### config.mk
export PLATFORM = sky130hd
export DESIGN_NAME = gpio_bank8
export DESIGN_NICKNAME = d
export VERILOG_FILES = /design/src/rtl/gpio_bank_pkg.sv /design/src/rtl/gpio_in_sync.sv /design/src/rtl/gpio_regs.sv /design/src/rtl/gpio_irq.sv /design/src/rtl/gpio_bank8.sv
export SDC_FILE = /design/constraint.sdc
export NUM_CORES = 1
export LEC_CHECK = 0
export ABC_CLOCK_PERIOD_IN_PS = 1700
export BUFFER_PORTS_ARGS = -buffer_cell sky130_fd_sc_hd__buf_2
export CORE_ASPECT_RATIO = 1.2
export CORE_MARGIN = 2
export CORE_UTILIZATION = 25
export DETAILED_ROUTE_END_ITERATION = 12
export HOLD_SLACK_MARGIN = 0.15
export PLACE_DENSITY_LB_ADDON = 0.2
export SYNTH_ARGS = -nofsm -noshare
export SYNTH_HDL_FRONTEND = slang
export SYNTH_SLANG_ARGS = --single-unit
### constraint.sdc
create_clock -name clk -period 1.7 [get_ports clk]
set_input_delay 0.34 -clock clk [delete_from_list [all_inputs] [get_ports clk]]
set_output_delay 0.34 -clock clk [all_outputs]
set_load 0.05 [all_outputs]
### src/rtl/gpio_bank_pkg.sv
// Package: shared register selector and widths for the GPIO bank.
// Assumes an address field of two bits; the encoding is fixed by the map.
package gpio_bank_pkg;
    localparam int unsigned PINS = 8;

    typedef enum logic [1:0] {
        SEL_LEVEL   = 2'd0,
        SEL_DIR     = 2'd1,
        SEL_LATCH   = 2'd2,
        SEL_CHGMASK = 2'd3
    } reg_sel_e;
endpackage

### src/rtl/gpio_in_sync.sv
// Module: multi-stage synchronizer for pad inputs with change detection.
// Assumes pad inputs are asynchronous; chg marks bits where the last
// synchronized sample differs from the one before it.
module gpio_in_sync #(
    parameter int unsigned WIDTH  = 8,
    parameter int unsigned STAGES = 2
) (
    input  logic             clk,
    input  logic             rst_n,
    input  logic [WIDTH-1:0] async_in,
    output logic [WIDTH-1:0] level,
    output logic [WIDTH-1:0] chg
);
    logic [WIDTH-1:0] stg [STAGES];
    logic [WIDTH-1:0] prev_q;

    // first stage samples the raw pads
    always_ff @(posedge clk) begin
        if (!rst_n) stg[0] <= '0;
        else        stg[0] <= async_in;
    end

    generate
        for (genvar s = 1; s < STAGES; s++) begin : g_stage
            // later stages shift the sample along
            always_ff @(posedge clk) begin
                if (!rst_n) stg[s] <= '0;
                else        stg[s] <= stg[s-1];
            end
        end
    endgenerate

    // keep the previous synchronized sample for edge detection
    always_ff @(posedge clk) begin
        if (!rst_n) prev_q <= '0;
        else        prev_q <= stg[STAGES-1];
    end

    assign level = stg[STAGES-1];
    assign chg   = stg[STAGES-1] ^ prev_q;

    // a reported change means the synchronized level moved since last edge
    assert_chg_means_move_R6: assert property (@(posedge clk) disable iff (!rst_n)
        (|chg) |-> (level != $past(level)));
endmodule

### src/rtl/gpio_regs.sv
// Module: register file of the bank: level, direction, latch, change mask.
// Assumes one bus write per cycle; side-channel updates override bus and
// synchronizer on their own bit.
module gpio_regs
    import gpio_bank_pkg::*;
#(
    parameter int unsigned WIDTH = 8,
    localparam int unsigned IDX_W = $clog2(WIDTH)
) (
    input  logic             clk,
    input  logic             rst_n,
    input  logic             bus_wr,
    input  logic [1:0]       bus_addr,
    input  logic [WIDTH-1:0] bus_wdata,
    output logic [WIDTH-1:0] bus_rdata,
    input  logic [WIDTH-1:0] sync_level,
    input  logic [WIDTH-1:0] sync_chg,
    input  logic             upd_valid,
    input  logic [IDX_W-1:0] upd_pin,
    input  logic             upd_level,
    input  logic             upd_drive,
    output logic [WIDTH-1:0] latch_q,
    output logic [WIDTH-1:0] dir_q,
    output logic [WIDTH-1:0] level_q,
    output logic [WIDTH-1:0] mask_q,
    output logic [WIDTH-1:0] event_vec,
    output logic             latch_stb,
    output logic             dir_stb
);
    logic [WIDTH-1:0] upd_hot;
    logic [WIDTH-1:0] level_d;
    logic [WIDTH-1:0] latch_d;
    logic             wr_level, wr_dir, wr_latch, wr_mask;

    assign upd_hot  = upd_valid ? (WIDTH'(1) << upd_pin) : '0;
    assign wr_level = bus_wr && (bus_addr == SEL_LEVEL);
    assign wr_dir   = bus_wr && (bus_addr == SEL_DIR);
    assign wr_latch = bus_wr && (bus_addr == SEL_LATCH);
    assign wr_mask  = bus_wr && (bus_addr == SEL_CHGMASK);

    // next level: synchronized changes first, side-channel bit overrides
    always_comb begin
        level_d = (level_q & ~sync_chg) | (sync_level & sync_chg);
        level_d = (level_d & ~upd_hot) | ({WIDTH{upd_level}} & upd_hot);
    end

    // next latch: bus load or toggle, then driving side-channel bit
    always_comb begin
        latch_d = latch_q;
        if (wr_latch)      latch_d = bus_wdata;
        else if (wr_level) latch_d = latch_q ^ bus_wdata;
        if (upd_drive)
            latch_d = (latch_d & ~upd_hot) | ({WIDTH{upd_level}} & upd_hot);
    end

    // register state and write strobes
    always_ff @(posedge clk) begin
        if (!rst_n) begin
            level_q   <= '0;
            latch_q   <= '0;
            dir_q     <= '0;
            mask_q    <= '0;
            latch_stb <= 1'b0;
            dir_stb   <= 1'b0;
        end else begin
            level_q   <= level_d;
            latch_q   <= latch_d;
            if (wr_dir)  dir_q  <= bus_wdata;
            if (wr_mask) mask_q <= bus_wdata;
            latch_stb <= wr_latch || wr_level || (upd_valid && upd_drive);
            dir_stb   <= wr_dir;
        end
    end

    // read mux: merged view at the level address
    always_comb begin
        unique case (bus_addr)
            SEL_LEVEL:   bus_rdata = (level_q & ~dir_q) | (latch_q & dir_q);
            SEL_DIR:     bus_rdata = dir_q;
            SEL_LATCH:   bus_rdata = latch_q;
            default:     bus_rdata = mask_q;
        endcase
    end

    assign event_vec = sync_chg | upd_hot;

    // a latch write without side-channel drive lands as written
    assert_latch_load_R4: assert property (@(posedge clk) disable iff (!rst_n)
        (wr_latch && !(upd_valid && upd_drive)) |=> (latch_q == $past(bus_wdata)) && latch_stb);
    // a level-address write toggles the latch and leaves levels alone
    assert_toggle_R3: assert property (@(posedge clk) disable iff (!rst_n)
        (wr_level && !upd_valid && !(|sync_chg)) |=>
            (latch_q == ($past(latch_q) ^ $past(bus_wdata))) && $stable(level_q));
    // direction write lands with a one-cycle strobe
    assert_dir_load_R5: assert property (@(posedge clk) disable iff (!rst_n)
        wr_dir |=> (dir_q == $past(bus_wdata)) && dir_stb);
    // a non-driving update never changes the latch without a bus write
    assert_nodrive_keeps_latch_R8: assert property (@(posedge clk) disable iff (!rst_n)
        (upd_valid && !upd_drive && !wr_latch && !wr_level) |=> $stable(latch_q));
endmodule

### src/rtl/gpio_irq.sv
// Module: sticky change-interrupt request with acknowledge.
// Assumes events arrive one cycle wide; a masked event wins over acknowledge.
module gpio_irq #(
    parameter int unsigned WIDTH = 8
) (
    input  logic             clk,
    input  logic             rst_n,
    input  logic [WIDTH-1:0] event_vec,
    input  logic [WIDTH-1:0] mask,
    input  logic             ack,
    output logic             irq
);
    logic hit;

    assign hit = |(event_vec & mask);

    // hold the request until acknowledged, set by any masked event
    always_ff @(posedge clk) begin
        if (!rst_n) irq <= 1'b0;
        else        irq <= (irq && !ack) || hit;
    end

    // a request only rises after a masked event
    assert_rise_needs_hit_R9: assert property (@(posedge clk) disable iff (!rst_n)
        $rose(irq) |-> $past(|(event_vec & mask)));
    // without acknowledge the request holds
    assert_hold_R10: assert property (@(posedge clk) disable iff (!rst_n)
        (irq && !ack) |=> irq);
    // acknowledge with no masked event clears it
    assert_ack_clears_R10: assert property (@(posedge clk) disable iff (!rst_n)
        (ack && !(|(event_vec & mask))) |=> !irq);
endmodule

### src/rtl/gpio_bank8.sv
// Module: top of the eight-pin GPIO bank with change interrupt.
// Assumes a single-clock register bus; pads are asynchronous inputs.
module gpio_bank8
    import gpio_bank_pkg::*;
#(
    parameter int unsigned WIDTH       = PINS,
    parameter int unsigned SYNC_STAGES = 2,
    localparam int unsigned IDX_W      = $clog2(WIDTH)
) (
    input  logic             clk,
    input  logic             rst_n,
    input  logic             bus_wr,
    input  logic [1:0]       bus_addr,
    input  logic [WIDTH-1:0] bus_wdata,
    output logic [WIDTH-1:0] bus_rdata,
    input  logic [WIDTH-1:0] pad_in,
    output logic [WIDTH-1:0] pad_out,
    output logic [WIDTH-1:0] pad_oe,
    input  logic             upd_valid,
    input  logic [IDX_W-1:0] upd_pin,
    input  logic             upd_level,
    input  logic             upd_drive,
    output logic [WIDTH-1:0] pin_raw,
    output logic             port_stb,
    output logic             dir_stb,
    output logic             irq,
    input  logic             irq_ack
);
    logic [WIDTH-1:0] s_level, s_chg;
    logic [WIDTH-1:0] latch_q, dir_q, level_q, mask_q, event_vec;

    gpio_in_sync #(.WIDTH(WIDTH), .STAGES(SYNC_STAGES)) u_sync (
        .clk(clk), .rst_n(rst_n), .async_in(pad_in),
        .level(s_level), .chg(s_chg)
    );

    gpio_regs #(.WIDTH(WIDTH)) u_regs (
        .clk(clk), .rst_n(rst_n),
        .bus_wr(bus_wr), .bus_addr(bus_addr), .bus_wdata(bus_wdata), .bus_rdata(bus_rdata),
        .sync_level(s_level), .sync_chg(s_chg),
        .upd_valid(upd_valid), .upd_pin(upd_pin), .upd_level(upd_level), .upd_drive(upd_drive),
        .latch_q(latch_q), .dir_q(dir_q), .level_q(level_q), .mask_q(mask_q),
        .event_vec(event_vec), .latch_stb(port_stb), .dir_stb(dir_stb)
    );

    gpio_irq #(.WIDTH(WIDTH)) u_irq (
        .clk(clk), .rst_n(rst_n), .event_vec(event_vec), .mask(mask_q),
        .ack(irq_ack), .irq(irq)
    );

    assign pad_out = latch_q;
    assign pad_oe  = dir_q;
    assign pin_raw = level_q;

    // one cycle out of reset everything is cleared
    assert_reset_clear_R1: assert property (@(posedge clk)
        $past(!rst_n) |-> (pad_oe == '0) && (pad_out == '0) && !irq);
endmodule

==> results of run 1 <==
power breakdown:
part	internal, mW	switching, mW
Sequential	1.45	0.0588
Combinational	0.234	0.413
Clock	1.35	0.619
metal layers:
layer	global-route usage, %	wire length (um)	up-vias
met2	21.2	3370	45
met3	4.10	364	9
met4	6.48	134	0
met1	16.6	3320	1044
met5	0	0	-
li1	-	-	1152
synthesized netlist by cell type:
master	number
a211oi_1	8
a21oi_1	9
a22oi_1	8
and2_1	24
and2b_1	1
and4_2	1
and4b_1	3
and4bb_1	3
buf_2	5
clkbuf_1	9
clkinv_1	1
dfxtp_1	59
inv_1	9
maj3_1	8
mux2i_1	24
nand2_1	18
nand2b_1	9
nand3_1	1
nand3_2	1
nand3b_1	1
nand4_1	1
nor2_1	41
nor4b_2	1
o21ai_0	20
o21ai_1	5
o31a_1	1
o32ai_1	8
xor2_1	8
cell families after synthesis:
logic type | count (synthesis) | share of synthesized area (%)
flops | 59 | 45.5
compound gates | 59 | 14.2
xor+xnor | 8 | 2.70
fa+ha+maj | 8 | 3.09
mux | 24 | 9.26
buf+inv | 24 | 3.71
simple gates | 105 | 21.5
final cells by class:
type / instances / area (um2)
clock buffer: 11 / 253
clock inverter: 5 / 75.1
fill: 1053 / 6400
inverter: 10 / 37.5
multi-input combinational: 204 / 1470
sequential: 59 / 1180
tap: 126 / 158
timing repair buffer: 78 / 477
metrics by stage:
step | power (mW) | instances | cell area [um2] | utilization (%) | hold WS, ns
floorplan | 1.96 | 287 | 2680 | - | 0.406
global placement | 2.15 | 477 | 3240 | 32.2 | 0.414
detailed placement | 2.16 | 477 | 3240 | 32.2 | 0.417
CTS | 4.18 | 493 | 3630 | 36.1 | 0.201
global route | 4.31 | 493 | 3660 | 36.4 | 0.212
finish | 4.13 | 493 | 3660 | 36.4 | 0.218
worst max path at each step:
stage | slack, ns | cells past startpoint | end
3_3_place_gp | 0.05 | 6 | bus_rdata[6]
6_report | 0.06 | 4 | bus_rdata[2]
4_1_cts | 0.003 | 4 | bus_rdata[4]
3_5_place_dp | 0.02 | 6 | bus_rdata[4]
5_1_grt | 0.005 | 4 | bus_rdata[3]
2_1_floorplan | 0.04 | 5 | bus_rdata[0]
repair_timing:
item | 4_1_cts | 5_1_grt
pin swaps | 0 | 1
buffers inserted | 0 | 0
setup endpoints to repair | 8 | 7
gates resized for setup | 9 | 14
worst max-delay path: cells and delay by family, from the launching register on:
kind	cells	cell delay (ns)
DFF	1	0.32
buffers and inverters	1	0.27
AOI/OAI and AO/OA	2	0.22
and+or+nand+nor	1	0.17
==> flow_summary.yaml, run 1 <==
sta:
  layout_min_cycle_time_ns: 1.64
  fin_tns_setup_ns: 0
  hold_violations: 0
  rsz0062_at_grt: "false"
  fin_ws_ns: 0.0584
  worst_pin_slew_ns: 0.410
  fin_crit_sh_pct: 96.6
  setup_viol: 0
  slew_headroom_pct: 72.7
  skew_ns: 0.00396
  fmax_mhz: 609
  slew_viol_final: 0
final_layout:
  syn2layout_area_growth_pct: 41.0
  num_antenna_cells: 0
  final_cell_mix: "dfxtp_1 (57), buf_2 (55), nor2_1 (38), and2_1 (24), mux2i_1 (24)"
  nets: 390
  drive_above_1_share_pct: 32.2
  final_common_cell: "dfxtp_1"
flow_run:
  max-cap-violations: 0
logic_synthesis:
  yosysWarningCount: 0
  synth_cell_types: 28
  synth-seq-cells: 59
  seq_area_frac_synth_pct: 45.5
  synth_area_mm2: 0.00259
  avgSynthCellArea_um2: 9.04
  yosysTopAreaCell: "dfxtp_1"
  synth.area.top_cells: "dfxtp_1 (46%), mux2i_1 (9.3%), nor2_1 (5.9%)"
  synth_top_area_share_pct: 45.5
  syn_inst: 287
  syn_nets: 315
critical_path:
  crit_path_max_fanout: 3
  r2r_start: "u_sync.prev_q[1]"
  r2r_end: "u_irq.irq"
  start_kind: "register"
  cp-startpoint: "u_regs.dir_q[2]"
  worstRegToRegCells: 4
  path_cells: "nor2_1, o32ai_2, a21oi_4, buf_2"
  end_kind: "primary output"
  critPathKind: "reg -> out"
  cpPeakStageDelay_ns: 0.32
  cp_data_arrival_time_ns: 1.30
  required_ns: 1.36
  crit_slowest_cell: "dfxtp_1"
  ff2ff_setup_slack_ns: 0.42
floorplan:
  die_area_mm2: 0.0112
  io-pin-count: 63
  initial_core_util_pct: 25.8
  die_h_um: 116
  core_area_mm2: 0.0101
  rows: 40
  die_x_um: 97.0
worst_hold_path:
  worstHoldPathType: "in -> reg"
  hp-start: "pad_in[1]"
  hold_path_depth: 2
  hold_end: "u_sync.stg[0][1]"
route:
  routed_via_density: 4.56
  drt_iter0_markers: 112
  wl_per_cell_um: 14.6
  drc: 0
  via_count: 2250
  wl_um: 7180
  first_pass_iters: 4
  postRouteAntennaNets: 0
power:
  p_leak_nw: 1.63
  ir_worst_vdd_uv: 439
  p_per_area_mw_per_mm2: 1130
global_route:
  grt.overflow.total: 0
  grt_pass1_vias: 2228
  grt_max_degree: 35
  track_usage_pct: 13.3
  antenna_found_initial: 0
  grt_pass1_wl_um: 11700
clocking:
  clock-root-buffer: "clkbuf_16"
  clockBufferDepth: 2
  cts_buffers: 9
  clk_pin_slew_ns: 0.05
  cts_max_level: 3
  postCtsHoldBufs: 0
  cts.sinks: 59
  clk-insertion-delay-late_ns: 0.32
  cts_tree: "done"
placed_design:
  preCtsSetupSlack_ns: 0.0213
  portBuffers: 62
  gp_congestion: 0.743
  dp_hpwl_um: 5230
outcome:
  status: "completed"
No activity file was read; power rests on OpenSTA's default activity.
==> run 2, diff against run 1 <==
- ABC_CLOCK_PERIOD_IN_PS: 1700 -> default
- SYNTH_HIERARCHICAL: default -> 1
==> flow_summary.yaml, run 2 <==
floorplan:
  die_area_mm2: 0.0114
  io-pin-count: 63
  die_h_um: 117
  core_area_mm2: 0.0104
  rows: 41
  die_x_um: 97.8
  initial_core_util_pct: 25.3
route:
  drc: 0
  wl_um: 7370
  routed_via_density: 4.59
  first_pass_iters: 4
  drt_iter0_markers: 98
  via_count: 2279
  wl_per_cell_um: 14.8
  postRouteAntennaNets: 0
clocking:
  cts.sinks: 59
  clk-insertion-delay-late_ns: 0.32
  cts_tree: "done"
  clock-root-buffer: "clkbuf_16"
  cts_buffers: 9
  clockBufferDepth: 2
  cts_max_level: 3
  clk_pin_slew_ns: 0.05
logic_synthesis:
  yosysWarningCount: 6
  avgSynthCellArea_um2: 9.26
  syn_inst: 285
  synth-edff-count: 0
  synthFlopType: "dfxtp_1"
  synth.most_common_cell: "dfxtp_1"
  syn_nets: 313
  synthAdderAreaFrac_pct: 0
  synth_top_area_share_pct: 44.8
  synth_top_cells_by_count: "dfxtp_1 (59), nor2_1 (41), mux2i_1 (24), nand2b_1 (24), and2_1 (15)"
  synth_area_mm2: 0.00264
  synthSimpleGateAreaFrac_pct: 25.8
  seq_area_frac_synth_pct: 44.8
  synth-xor-area-share_pct: 2.66
  synth-compound-area-share_pct: 13.7
  synth-seq-cells: 59
  synthArstFlopShare_pct: 0
  synth.area.top_cells: "dfxtp_1 (45%), mux2i_1 (9.1%), nor2_1 (5.8%)"
  synth_top_family_by_area: "simple AND/OR/NAND/NOR gates"
  synth.area.mux_share_pct: 9.10
  synth_cell_types: 36
  yosysTopAreaCell: "dfxtp_1"
final_layout:
  drive_above_1_share_pct: 34.9
  fin_cells: 496
  final_common_cell: "dfxtp_1"
  final_cell_mix: "dfxtp_1 (58), buf_2 (56), nor2_1 (40), nand2b_1 (24), mux2i_1 (24)"
  syn2layout_area_growth_pct: 39.3
  nFillCells: 1092
  nets: 391
  num_antenna_cells: 0
sta:
  skew_ns: 0.00631
  setup_viol: 0
  hold_violations: 0
  fin_tns_setup_ns: 0
  fin_crit_sh_pct: 96.5
  fin_ws_ns: 0.0588
  slew_viol_final: 0
  fmax_mhz: 609
  worst_pin_slew_ns: 0.452
  layout_min_cycle_time_ns: 1.64
  slew_headroom_pct: 69.8
  hold_ws_ns: 0.227
critical_path:
  critPathKind: "reg -> out"
  required_ns: 1.36
  start_kind: "register"
  worstRegToRegCells: 5
  crit_path_max_fanout: 3
  cp-startpoint: "u_regs/dir_q[5]"
  end_kind: "primary output"
  cp_data_arrival_time_ns: 1.30
  r2r_start: "u_sync/stg[1][1]"
power:
  p_per_area_mw_per_mm2: 1010
  ir_worst_vdd_uv: 414
  p_leak_nw: 1.64
global_route:
  grt.overflow.total: 0
  grt_pass1_wl_um: 11900
  grt_pass1_vias: 2230
  track_usage_pct: 13.4
  antenna_found_initial: 0
  grt_max_degree: 31
placed_design:
  dp.cells: 481
  preCtsSetupSlack_ns: 0.0469
  portBuffers: 62
  gp_congestion: 0.734
  dp_hpwl_um: 5430
worst_hold_path:
  hold_path_depth: 2
  worstHoldPathType: "in -> reg"
  hp-start: "pad_in[3]"
outcome:
  status: "completed"
flow_run:
  max-cap-violations: 0
-- run 2: per-stage QoR --
| stage | utilization (%) | power, mW | area [um2] |
|---|---|---|---|
| 5_1_grt | 35.3 | 3.87 | 3680 |
| 3_3_place_gp | 32.5 | 2.13 | 3380 |
| 6_report | 35.3 | 3.72 | 3680 |
| 2_1_floorplan | - | 1.94 | 2790 |
| 4_1_cts | 35.0 | 3.76 | 3640 |
| 3_5_place_dp | 32.5 | 2.14 | 3380 |
-- run 2: timing repair --
action / in CTS / in global routing
buffers inserted: 0 / 0
hold buffers: 0 / 0
setup endpoints to repair: 0 / 6
gates resized for setup: 0 / 11
-- run 2: final timing paths --
path                                         end  slack [ns]
worst max-delay path                bus_rdata[5]        0.06
worst min-delay path            u_sync/stg[0][3]        0.23
worst max register to register         u_irq/irq        0.35
worst min register to register  u_sync/stg[1][1]        0.43
-- run 2: report_power, final --
part	switching [mW]	internal, mW
registers	0.0492	1.45
logic	0.393	0.234
clock network	0.587	1.01
-- run 2: cell type report --
class / instances / area [um2] / area share, %
timing repair buffer: 84 / 532 / 14.5
sequential: 59 / 1180 / 32.2
clock buffer: 12 / 246 / 6.71
multi-input combinational: 204 / 1520 / 41.4
inverter: 5 / 18.8 / 0.511
clock inverter: 3 / 15.0 / 0.408
tap: 129 / 161 / 4.39
-- run 2: per-layer routing --
layer	up-vias	share of wire, %	GRT usage (%)
met3	9	5.5	4.37
li1	1155	-	-
met4	0	1.3	4.63
met1	1056	48	17.8
met2	59	45	20.7
met5	-	0	0
-- run 2: kinds of logic (layout without fill, tap and decap cells) --
| kind of cell | after synthesis | count (layout) |
|---|---|---|
| simple gates | 121 | 121 |
| flops | 59 | 59 |
| compound gates | 51 | 51 |
| mux | 24 | 24 |
| buf+inv | 22 | 104 |
| xor+xnor | 8 | 8 |
-- run 2: critical path, stage by stage, from the launching register on --
cell and delay [ns]:
dfxtp_1 0.32, nor2_1 0.17, o32ai_2 0.12, a21oi_4 0.11, buf_2 0.27
